$ cat config.mk
export PLATFORM = sky130hd
export DESIGN_NAME = uart_regbank
export DESIGN_NICKNAME = d
export VERILOG_FILES = /design/src/rtl/uart_regbank_pkg.sv /design/src/rtl/uart_rx_fifo.sv /design/src/rtl/uart_modem_stat.sv /design/src/rtl/uart_irq_prio.sv /design/src/rtl/uart_regbank.sv
export SDC_FILE = /design/constraint.sdc
export NUM_CORES = 1
export LEC_CHECK = 0
export BUFFER_PORTS_ARGS = -buffer_cell sky130_fd_sc_hd__buf_2
export CAP_MARGIN = 20
export CORE_UTILIZATION = 35
export CTS_CLUSTER_DIAMETER = 80
export DETAILED_ROUTE_END_ITERATION = 8
export PLACE_DENSITY = 0.53
export SETUP_SLACK_MARGIN = 0.2
export SYNTH_ARGS = -nofsm -noshare
export SYNTH_HDL_FRONTEND = slang
export SYNTH_SLANG_ARGS = --single-unit
$ cat constraint.sdc
create_clock -name clk -period 4.2 [get_ports clk]
set_input_delay 0.84 -clock clk [delete_from_list [all_inputs] [get_ports clk]]
set_output_delay 0.84 -clock clk [all_outputs]
set_load 0.01 [all_outputs]
$ cat src/rtl/uart_regbank_pkg.sv
package uart_regbank_pkg;
  // Register offsets (16550-compatible map; decoded by host software)
  localparam logic [2:0] OFS_DATA = 3'd0;
  localparam logic [2:0] OFS_IER  = 3'd1;
  localparam logic [2:0] OFS_IIR  = 3'd2;  // FIFO control on write
  localparam logic [2:0] OFS_LCR  = 3'd3;
  localparam logic [2:0] OFS_MCR  = 3'd4;
  localparam logic [2:0] OFS_LSR  = 3'd5;
  localparam logic [2:0] OFS_MSR  = 3'd6;
  localparam logic [2:0] OFS_SCR  = 3'd7;

  typedef enum logic [3:0] {
    IID_MODEM  = 4'h0,
    IID_NONE   = 4'h1,
    IID_THRE   = 4'h2,
    IID_RXDATA = 4'h4,
    IID_LINE   = 4'h6
  } iid_t;

  // Modem status nibble {DCD, RI, DSR, CTS} derived from modem control
  function automatic logic [3:0] modem_nibble(input logic [4:0] mcr);
    if (mcr[4]) modem_nibble = {mcr[3], mcr[2], mcr[0], mcr[1]};
    else        modem_nibble = 4'b1010;
  endfunction
endpackage

$ cat src/rtl/uart_rx_fifo.sv
module uart_rx_fifo #(
  parameter int DEPTH = 16,
  localparam int AW = (DEPTH > 1) ? $clog2(DEPTH) : 1,
  localparam int CW = $clog2(DEPTH + 1)
) (
  input  logic          clk,
  input  logic          rst_n,
  input  logic          flush,
  input  logic          deep,
  input  logic          push,
  input  logic [7:0]    push_data,
  input  logic          pop,
  output logic [7:0]    pop_data,
  output logic          full,
  output logic          empty
);
  logic [7:0]    mem [DEPTH];
  logic [AW-1:0] wr_ptr, rd_ptr;
  logic [CW-1:0] count, cap;

  assign cap      = deep ? CW'(DEPTH) : CW'(1);
  assign full     = (count >= cap);
  assign empty    = (count == '0);
  assign pop_data = mem[rd_ptr];

  function automatic logic [AW-1:0] bump(input logic [AW-1:0] p);
    bump = (p == AW'(DEPTH - 1)) ? '0 : p + AW'(1);
  endfunction

  logic do_push, do_pop;
  assign do_push = push && !full;
  assign do_pop  = pop && !empty;

  always_ff @(posedge clk) begin
    if (!rst_n || flush) begin
      wr_ptr <= '0;
      rd_ptr <= '0;
      count  <= '0;
    end else begin
      if (do_push) wr_ptr <= bump(wr_ptr);
      if (do_pop)  rd_ptr <= bump(rd_ptr);
      case ({do_push, do_pop})
        2'b10:   count <= count + CW'(1);
        2'b01:   count <= count - CW'(1);
        default: count <= count;
      endcase
    end
  end

  always_ff @(posedge clk) begin
    if (do_push) mem[wr_ptr] <= push_data;
  end

  // occupancy never exceeds the selected capacity
  a_r11_no_overflow: assert property (@(posedge clk) disable iff (!rst_n)
    count <= cap);
  // a pop on a non-empty FIFO lowers the count unless a push coincides
  a_r10_pop_count: assert property (@(posedge clk) disable iff (!rst_n)
    (do_pop && !push && !flush) |=> (count == $past(count) - CW'(1)));
endmodule

$ cat src/rtl/uart_modem_stat.sv
module uart_modem_stat
  import uart_regbank_pkg::*;
(
  input  logic       clk,
  input  logic       rst_n,
  input  logic [4:0] mcr_q,
  input  logic       mcr_wr,
  input  logic [4:0] mcr_new,
  input  logic       msr_rd,
  output logic [7:0] msr
);
  logic [3:0] delta_q;
  logic [3:0] cur_s, nxt_s;

  assign cur_s = modem_nibble(mcr_q);
  assign nxt_s = modem_nibble(mcr_new);
  assign msr   = {cur_s, delta_q};

  always_ff @(posedge clk) begin
    if (!rst_n) begin
      delta_q <= '0;
    end else if (mcr_wr) begin
      delta_q[0] <= delta_q[0] | (cur_s[0] ^ nxt_s[0]);
      delta_q[1] <= delta_q[1] | (cur_s[1] ^ nxt_s[1]);
      delta_q[2] <= delta_q[2] | (cur_s[2] & ~nxt_s[2]);
      delta_q[3] <= delta_q[3] | (cur_s[3] ^ nxt_s[3]);
    end else if (msr_rd) begin
      delta_q <= '0;
    end
  end

  // reading modem status clears the change bits
  a_r12_read_clears: assert property (@(posedge clk) disable iff (!rst_n)
    (msr_rd && !mcr_wr) |=> (msr[3:0] == 4'h0));
  // RI falling edge is recorded
  a_r12_ri_fall: assert property (@(posedge clk) disable iff (!rst_n)
    (mcr_wr && cur_s[2] && !nxt_s[2]) |=> msr[2]);
endmodule

$ cat src/rtl/uart_irq_prio.sv
module uart_irq_prio
  import uart_regbank_pkg::*;
(
  input  logic [3:0] ier,
  input  logic       line_evt,
  input  logic       rx_avail,
  input  logic       thre_pend,
  input  logic       modem_evt,
  output logic [3:0] iid,
  output logic       irq
);
  iid_t code;

  always_comb begin
    if (line_evt && ier[2])       code = IID_LINE;
    else if (rx_avail && ier[0])  code = IID_RXDATA;
    else if (thre_pend && ier[1]) code = IID_THRE;
    else if (modem_evt && ier[3]) code = IID_MODEM;
    else                          code = IID_NONE;
  end

  assign iid = code;
  assign irq = (code != IID_NONE);

  // with every enable clear no interrupt can be raised
  always_comb begin
    a_r4_masked: assert (ier != 4'h0 || !irq);
  end
endmodule

$ cat src/rtl/uart_regbank.sv
module uart_regbank
  import uart_regbank_pkg::*;
#(
  parameter int DEPTH  = 16,
  parameter int REF_HZ = 1843200,
  parameter int BAUD   = 9600
) (
  input  logic       clk,
  input  logic       rst_n,
  input  logic       bus_wr,
  input  logic       bus_rd,
  input  logic [2:0] bus_addr,
  input  logic [7:0] bus_wdata,
  output logic [7:0] bus_rdata,
  input  logic       rx_valid,
  input  logic [7:0] rx_data,
  output logic       rx_ready,
  output logic       irq,
  output logic       dma_mode,
  output logic [1:0] rx_trig_lvl
);
  localparam int          DIV_INIT = REF_HZ / BAUD / 16;
  localparam logic [15:0] DIV_RST  = DIV_INIT[15:0];

  logic [7:0] div_lo, div_hi, lcr_q, scr_q, rdata_q;
  logic [3:0] ier_q;
  logic [4:0] mcr_q;
  logic       fcr_en, fcr_dma, oe_q, thre_q;
  logic [1:0] fcr_trig;

  logic dlab, loop;
  assign dlab = lcr_q[7];
  assign loop = mcr_q[4];

  // Access decode
  logic hit_div_lo, hit_div_hi, dl_sel;
  assign dl_sel     = dlab && (bus_addr == OFS_DATA || bus_addr == OFS_IER);
  assign hit_div_lo = dlab && bus_addr == OFS_DATA;
  assign hit_div_hi = dlab && bus_addr == OFS_IER;

  logic wr_data, wr_ier, wr_fcr, wr_lcr, wr_mcr, wr_scr;
  assign wr_data = bus_wr && !dl_sel && bus_addr == OFS_DATA;
  assign wr_ier  = bus_wr && !dl_sel && bus_addr == OFS_IER;
  assign wr_fcr  = bus_wr && bus_addr == OFS_IIR;
  assign wr_lcr  = bus_wr && bus_addr == OFS_LCR;
  assign wr_mcr  = bus_wr && bus_addr == OFS_MCR;
  assign wr_scr  = bus_wr && bus_addr == OFS_SCR;

  logic rd_data, rd_iir, rd_lsr, rd_msr;
  assign rd_data = bus_rd && !dl_sel && bus_addr == OFS_DATA;
  assign rd_iir  = bus_rd && bus_addr == OFS_IIR;
  assign rd_lsr  = bus_rd && bus_addr == OFS_LSR;
  assign rd_msr  = bus_rd && bus_addr == OFS_MSR;

  // Receive FIFO and its two sources
  logic       f_full, f_empty, f_push, f_pop, f_flush;
  logic [7:0] f_in, f_out;
  logic       lb_push, st_push;

  assign rx_ready = loop || !f_full;
  assign lb_push  = wr_data && loop;
  assign st_push  = rx_valid && !loop && !f_full;
  assign f_push   = (lb_push && !f_full) || st_push;
  assign f_in     = loop ? bus_wdata : rx_data;
  assign f_pop    = rd_data && !f_empty;
  assign f_flush  = wr_fcr && ((bus_wdata[0] != fcr_en) ||
                               (bus_wdata[0] && bus_wdata[1]));

  uart_rx_fifo #(.DEPTH(DEPTH)) u_fifo (
    .clk       (clk),
    .rst_n     (rst_n),
    .flush     (f_flush),
    .deep      (fcr_en),
    .push      (f_push),
    .push_data (f_in),
    .pop       (f_pop),
    .pop_data  (f_out),
    .full      (f_full),
    .empty     (f_empty)
  );

  // Modem status
  logic [7:0] msr_v;
  uart_modem_stat u_modem (
    .clk     (clk),
    .rst_n   (rst_n),
    .mcr_q   (mcr_q),
    .mcr_wr  (wr_mcr),
    .mcr_new (bus_wdata[4:0]),
    .msr_rd  (rd_msr),
    .msr     (msr_v)
  );

  // Interrupt priority
  logic [3:0] iid;
  uart_irq_prio u_prio (
    .ier       (ier_q),
    .line_evt  (oe_q),
    .rx_avail  (!f_empty),
    .thre_pend (thre_q),
    .modem_evt (msr_v[3:0] != 4'h0),
    .iid       (iid),
    .irq       (irq)
  );

  // Register state
  always_ff @(posedge clk) begin
    if (!rst_n) begin
      div_lo   <= DIV_RST[7:0];
      div_hi   <= DIV_RST[15:8];
      ier_q    <= '0;
      lcr_q    <= '0;
      mcr_q    <= '0;
      scr_q    <= '0;
      fcr_en   <= 1'b0;
      fcr_dma  <= 1'b0;
      fcr_trig <= '0;
      oe_q     <= 1'b0;
      thre_q   <= 1'b0;
    end else begin
      if (bus_wr && hit_div_lo) div_lo <= bus_wdata;
      if (bus_wr && hit_div_hi) div_hi <= bus_wdata;
      if (wr_ier) ier_q <= bus_wdata[3:0];
      if (wr_lcr) lcr_q <= bus_wdata;
      if (wr_mcr) mcr_q <= bus_wdata[4:0];
      if (wr_scr) scr_q <= bus_wdata;
      if (wr_fcr) begin
        fcr_en   <= bus_wdata[0];
        fcr_dma  <= bus_wdata[0] & bus_wdata[3];
        fcr_trig <= bus_wdata[0] ? bus_wdata[7:6] : 2'b00;
      end
      if (lb_push && f_full) oe_q <= 1'b1;
      else if (rd_lsr)       oe_q <= 1'b0;
      if (wr_data)                          thre_q <= 1'b1;
      else if (rd_iir && iid == IID_THRE)   thre_q <= 1'b0;
    end
  end

  // Read data mux, registered
  logic [7:0] rd_mux;
  always_comb begin
    case (bus_addr)
      OFS_DATA: rd_mux = dlab ? div_lo : (f_empty ? 8'hFF : f_out);
      OFS_IER:  rd_mux = dlab ? div_hi : {4'h0, ier_q};
      OFS_IIR:  rd_mux = {fcr_en, fcr_en, 2'b00, iid};
      OFS_LCR:  rd_mux = lcr_q;
      OFS_MCR:  rd_mux = {3'b000, mcr_q};
      OFS_LSR:  rd_mux = {1'b0, 1'b1, 1'b1, 3'b000, oe_q, !f_empty};
      OFS_MSR:  rd_mux = msr_v;
      default:  rd_mux = scr_q;
    endcase
  end

  always_ff @(posedge clk) begin
    if (!rst_n)      rdata_q <= '0;
    else if (bus_rd) rdata_q <= rd_mux;
  end

  assign bus_rdata   = rdata_q;
  assign dma_mode    = fcr_dma;
  assign rx_trig_lvl = fcr_trig;

  // overrun is gone after a line-status read
  a_r8_oe_cleared: assert property (@(posedge clk) disable iff (!rst_n)
    (rd_lsr && !bus_wr) |=> !oe_q);
  // data write leaves transmit-empty pending
  a_r6_thre_set: assert property (@(posedge clk) disable iff (!rst_n)
    wr_data |=> thre_q);
  // only the low nibble of an IER write survives
  a_r3_ier_mask: assert property (@(posedge clk) disable iff (!rst_n)
    wr_ier |=> (ier_q == $past(bus_wdata[3:0])));
  // FIFO control write with enable clear leaves nothing stored
  a_r7_fcr_off: assert property (@(posedge clk) disable iff (!rst_n)
    (wr_fcr && !bus_wdata[0]) |=> (!fcr_en && !dma_mode && rx_trig_lvl == 2'b00));
  // loopback write into a full FIFO raises overrun
  a_r9_lb_overrun: assert property (@(posedge clk) disable iff (!rst_n)
    (lb_push && f_full) |=> oe_q);
endmodule

# Word-level counts from Yosys, hierarchy flattened

Memory sizes are Yosys's and may differ from the RTL's. A register that Yosys moved wholly into a read port is not among the register bits.
Index checks and enable logic that the tools add are counted.
Widths: inputs -> output; s select.

Output and inout bits: 13
Memories: 1
Bits in registers: 72
Bits in writable memories: 128
Word-level logic and storage cells: 121

Memory list:

| memory     | depth | width | read ports | clocked after memory_dff | wr ports | line               | text |
|---|---|---|---|---|---|---|---|
| u_fifo.mem | 16    | 8     | 1          | 1                        | 1        | uart_rx_fifo.sv:17 | `logic [7:0] mem [DEPTH];` |

Add/subtract/negate cells: 4
Bitwise gates (word level): 10
Reductions and logical operators: 49
Multiplexer cells: 26
$lt $le $gt $ge: 1
Eq/ne operators: 14

Operator list:

| operator            | count |
|---|---|
| $pmux 8 s7          | 1 |
| $mux 4              | 11 |
| $logic_and 1x1->1   | 32 |
| $mux 8              | 4 |
| $eq 3x3->1 const B  | 4 |
| $pmux 5 s2          | 1 |
| $add 4x1->4 const B | 2 |
| $eq 4x4->1 const B  | 2 |
| $reduce_bool 2->1   | 4 |
| $mux 1              | 7 |
| $eq 3x2->1 const B  | 2 |
| $add 5x1->5 const B | 1 |
| $ge 5x5->1          | 1 |
| $logic_not 1->1     | 5 |
| $logic_not 5->1     | 1 |
| $logic_or 1x1->1    | 5 |
| $mux 5              | 1 |
| $sub 5x1->5 const B | 1 |
| $eq 4x2->1 const B  | 1 |
| $ne 4x1->1 const B  | 1 |
| $or 1x1->1          | 4 |
| $reduce_bool 4->1   | 1 |
| $eq 3x1->1 const B  | 1 |
| $logic_not 3->1     | 1 |
| 7 further kinds     | 10 |

# Logic depth before layout (Yosys ltp)

Depth in word-level cells: 12
Mapped depth: 15
Mapped depth without buffers: 14

# Cells and area by module

From an unflattened synthesis, not the netlist that was laid out.

Cells, all modules: 707
Area, all modules: 9117.5 um^2

Modules (own cells, without submodules):

| module          | instances | cells an instance | area each (um^2) | seq. area each (um^2) |
|---|---|---|---|---|
| uart_rx_fifo    | 1         | 331               | 5895.7           | 4184.0 |
| uart_regbank    | 1         | 343               | 2959.1           | 1101.1 |
| uart_modem_stat | 1         | 26                | 210.2            | 80.1 |
| uart_irq_prio   | 1         | 7                 | 52.6             | 0.0 |

# Worst setup path before layout

No wires, ideal clock.

Path type: input -> register
Start point: input port bus_addr[0]
End point: register u_fifo.count[2]
Slack: 902 ps
Arrival time: 3226 ps
Stages: 13
Cells stage by stage: buf_2 -> nor2_1 -> a31oi_1 -> nor3_2 -> inv_2 -> ha_1 -> clkbuf_1 -> xor2_1 -> ha_1 -> a21oi_1 -> xor2_1 -> or3_1 -> a21oi_1

Word-level cells in the longest chain between the ends: 12
Elaborated cells on any way between the ends: 23
Those cells by class: eq/ne (4); mux (1); reduce/logical (18)

Ends and longest elaborated chain:

| what                                                   | line                                                       | text |
|---|---|---|
| start, declared                                        | uart_regbank.sv:12                                         | `input logic [2:0] bus_addr,` |
| $eq 3x1->1 / $logic_not 3->1 (equally long branches)   | uart_regbank.sv:37, uart_regbank.sv:42, uart_regbank.sv:50 |  |
| $logic_or 1x1->1                                       | uart_regbank.sv:37                                         | `assign dl_sel = dlab && (bus_addr == OFS_DATA \|\| bus_addr == OFS_IER);` |
| $logic_and 1x1->1                                      | uart_regbank.sv:37                                         |  |
| $logic_not 1->1                                        | uart_regbank.sv:42, uart_regbank.sv:50                     |  |
| $logic_and 1x1->1 (2 in series)                        | uart_regbank.sv:42                                         | `assign wr_data = bus_wr && !dl_sel && bus_addr == OFS_DATA;` |
| $logic_and 1x1->1                                      | uart_regbank.sv:61                                         | `assign lb_push = wr_data && loop;` |
| $logic_and 1x1->1                                      | uart_regbank.sv:63                                         | `assign f_push = (lb_push && !f_full) \|\| st_push;` |
| $logic_or 1x1->1                                       | uart_regbank.sv:63                                         |  |
| $logic_and 1x1->1                                      | uart_rx_fifo.sv:31                                         | `assign do_push = push && !full;` |
| $eq 2x1->1 / $eq 2x2->1 (equally long branches)        | uart_rx_fifo.sv:42                                         | `case ({do_push, do_pop})` |
| $pmux 5 s2 / $reduce_bool 2->1 (equally long branches) | -                                                          |  |
| end signal, assigned                                   | uart_rx_fifo.sv:43                                         | `2'b10: count <= count + CW'(1);` |
| end signal, assigned                                   | uart_rx_fifo.sv:44                                         | `2'b01: count <= count - CW'(1);` |
| end signal, assigned                                   | uart_rx_fifo.sv:45                                         | `default: count <= count;` |
| end, declared                                          | uart_rx_fifo.sv:19                                         | `logic [CW-1:0] count, cap;` |

Several ways; a longest one is shown, not always the timed one.
A chain may end at the register's enable or synchronous reset.

# Final worst setup path

Start point: input port bus_addr[1]
End point: register u_fifo.count[2]

The elaborated chain is that of the path after synthesis.

==> qor.tcl <==
set qor(reg2reg_from) {u_fifo.count[0]}
set qor(min_period_ns) 3.28
set qor(worstPathCellList) {buf_2, or4b_4, a211oi_4, ha_1, xor2_1, ha_1, a21oi_1, xor2_1, or3_1, a21oi_1}
set qor(drt-initial-drc-count) 587
set qor(most-common-layout-cells) {128 x sky130_fd_sc_hd__edfxtp_1, 76 x sky130_fd_sc_hd__dfxtp_1, 73 x sky130_fd_sc_hd__nand2_1, 56 x sky130_fd_sc_hd__nor2_1, 48 x sky130_fd_sc_hd__a21oi_1}
set qor(skew_ns) 0.0135
set qor(placementRows) 58
set qor(worst_hold_path.endpoint) {rx_trig_lvl[0]}
set qor(cts.htree.levels) 1
set qor(cts.sinks) 204
set qor(min_period_over_period) 0.781
set qor(outcome) {finished clean}
set qor(placeableCoreArea_um2) 25100
set qor(first_global_vias) 5996
set qor(fp.dieArea_um2) 26200
set qor(drcViolationCount) 0
set qor(cp_num_cells) 10
set qor(areal_power_density_over_the_cells_nw_per_um2) 478
set qor(via_per_inst) 5.41
set qor(fin_tns_setup_ns) 0
set qor(routed_wire_length_per_instance_um) 20.9
set qor(synth.net_count) 749
set qor(synth.cell_area_um2) 8940
set qor(critical_path_peak_fanout) 22
set qor(rsz0062_at_grt) {no}
set qor(cts_buffers) 23
set qor(preCtsSetupSlack_ns) 0.415
set qor(clk_transition_reported_paths_ns) 0.06
set qor(grt_start_max_net_pins) 49
set qor(gr-usage-all-layers) 0.179
set qor(post_cts_buffers) 0
set qor(leading_register_cell_type_out_of_synthesis) {sky130_fd_sc_hd__edfxtp_1}
set qor(synth-seq-area-share) 0.600
set qor(final_layout_size_suffix_gt1_frac) 0.196
set qor(finalHoldViolations) 0
set qor(final_common_cell) {sky130_fd_sc_hd__edfxtp_1}
set qor(final_antenna_net_count) 0
set qor(route.final.wire_length_um) 23000
set qor(hold_class) {flip-flop to flip-flop}
set qor(net-switching-power_uw) 1220
set qor(cap_viol_max_count) 0
set qor(setup_ws_ns) 0.921
set qor(synthToLayoutAreaGrowth_pct) 15.5
set qor(critical_path.startpoint_type) {primary input}
set qor(register_to_register_setup_slack_ns) 0.98
set qor(slew-limit-headroom) 0.378
set qor(synth_seq_cells) 204
set qor(setup_viol_count_final) 0
set qor(grt-ovfl-total) 0
set qor(ys_warn_count) 0
set qor(grt_pass1_wl_um) 35600
set qor(synth_async_sr_flop_share) 0
set qor(detailed_place_hpwl_um) 15500
set qor(post_synth_cell_types) 67
set qor(cell_leakage_power_uw) 0.00341
set qor(worstHoldPathCells) 2
set qor(crit_arrival_ns) 3.73
set qor(netlist_instances) 715
set qor(crit_required_ns) 4.65
set qor(die_w_um) 162
set qor(detail_route.first_pass.iterations) 5
set qor(internal-power_uw) 3720
set qor(power_frac_clock) 0.432
set qor(hold_start) {rx_trig_lvl[0]}
set qor(io_buffer_count) 36
set qor(postLayoutCoreUtil) 0.411
set qor(design.final.nets) 789
set qor(share_seq_of_total_power) 0.456
set qor(delay_contributed_by_the_slowest_stage_of_the_critical_path_ns) 0.63
set qor(end_kind) {flip-flop}
set qor(critPathTopFamily) {simple AND/OR/NAND/NOR gates}
set qor(slew_viol_final) 0
set qor(swShare) 0.246
set qor(r2r-end) {u_fifo.count[2]}
set qor(tritoncts) {done}
set qor(post_synth_edffs) 128
set qor(diodes) 0
set qor(worstSetupPathType) {primary input to flip-flop}
set qor(num_ports) 37
set qor(fillCellCount) 2358
set qor(worst_skew_pair_latency_ns) 0.53
set qor(dieHeight_um) 162
set qor(start_util) 0.356
set qor(initial_antenna_violation_count) 0
set qor(p_comb_frac) 0.113
set qor(number_of_buffer_and_inverter_instances_along_the_worst_setup_path) 1
set qor(detailroute.via_count) 5958
set qor(cts_buffer_depth) 3
set qor(timing.fmax_mhz) 305
set qor(ctsResizeCount) 0
set qor(reg2regPathDepth) 14
set qor(ctsRootBufferMaster) {sky130_fd_sc_hd__clkbuf_16}
set qor(cts-hold-fix-buffers) 0
set qor(max_slew.worst_pin.slew_ns) 0.932
set qor(cp_slowest_cell) {sky130_fd_sc_hd__or4b_4}
set qor(power.ir.vdd_worst_v) 0.000286
set qor(gp_congestion) 0.844
set qor(postSynthAreaPerCell_um2) 12.5
## metrics by stage
stage	instance area (um^2)	std cells	hold WS [ns]	total power, uW
global route	10300	1101	0.491	5100
detailed placement	9530	1060	0.444	2850
finish	10300	1101	0.458	4930
floorplan	8940	715	0.432	2630
global placement	9530	1060	0.438	2830
CTS	10300	1101	0.460	4980
## cell families after synthesis
kind of cell             after synthesis  share of synthesized area
flip-flops                           204                      0.600
AO/OA/AOI/OAI                        133                     0.0955
AND/OR/NAND/NOR                      208                      0.115
buffers and inverters                 70                     0.0319
XOR/XNOR                              10                    0.00980
adder cells (fa/ha/maj)               10                     0.0140
multiplexers                          80                      0.134
## cells in the mapped netlist, drive strengths merged, types with 15 or more instances
library cell	count	area, um^2
o21ai	28	140
mux2i	34	340
buf	18	90.1
nand3	15	75.1
clkbuf	26	97.6
nand2	74	280
a21oi	49	249
edfxtp	128	3840
nor2	57	221
dfxtp	76	1520
mux4	30	676
inv	25	93.8
mux2	16	180
## worst max-delay path by stage
| stage | start | endpoint |
|---|---|---|
| 5_1_grt | fcr_en | u_fifo.count[2] |
| 6_report | bus_addr[1] | u_fifo.count[2] |
| 3_3_place_gp | bus_addr[1] | u_fifo.count[2] |
| 2_1_floorplan | bus_addr[0] | u_fifo.count[2] |
| 4_1_cts | bus_addr[1] | u_fifo.count[2] |
| 3_5_place_dp | bus_addr[1] | u_fifo.count[2] |
## power by group through the flow
stage	Combinational [uW]	Sequential, uW	Clock (uW)
final	556	2250	2130
after CTS	558	2250	2170
after global routing	604	2260	2240
after floorplan	355	2270	0
after detailed placement	555	2290	0
after global placement	544	2290	0
## metal layers
layer,wire (um),GRT usage,vias to the layer above,part of all wire
met3,1190,0.0271,45,0.051
li1,-,-,2749,-
met4,483,0.0489,0,0.021
met2,11200,0.305,177,0.49
met1,10200,0.237,2987,0.44
met5,0,0,-,0
## worst reg2reg max path, cell delays in order, from the launching register on
cell                      delay (ns)
sky130_fd_sc_hd__dfxtp_1        0.45
sky130_fd_sc_hd__inv_1          0.08
sky130_fd_sc_hd__ha_1           0.27
sky130_fd_sc_hd__nor2_1         0.04
sky130_fd_sc_hd__a31oi_1        0.40
sky130_fd_sc_hd__nor3_2         0.09
sky130_fd_sc_hd__buf_4          0.18
sky130_fd_sc_hd__inv_2          0.13
sky130_fd_sc_hd__ha_1           0.35
sky130_fd_sc_hd__xor2_1         0.13
sky130_fd_sc_hd__ha_1           0.20
sky130_fd_sc_hd__a21oi_1        0.26
sky130_fd_sc_hd__xor2_1         0.12
sky130_fd_sc_hd__or3_1          0.31
sky130_fd_sc_hd__a21oi_1        0.14
## area by class of cell
cell class                 count  area (um^2)  share of cell area
multi-input combinational    441         3300               0.319
sequential                   204         5370               0.520
tap                          330          413              0.0400
timing repair buffer          59          353              0.0342
clock buffer                  26          587              0.0568
clock inverter                15          211              0.0205
inverter                      26         97.6             0.00945
## state kept, by name, indices dropped and copies added, names as in the netlist, named ones only
signal,count
rx_trig_lvl,2
fcr_en,1
u_fifo.mem,128
u_fifo.wr_ptr,4
ier_q,4
mcr_q,5
u_fifo.count,5
u_modem.delta_q,4
oe_q,1
div_lo,8
bus_rdata,8
scr_q,8
thre_q,1
lcr_q,8
div_hi,8
u_fifo.rd_ptr,4
dma_mode,1
Power figures use the tool's default switching activity.
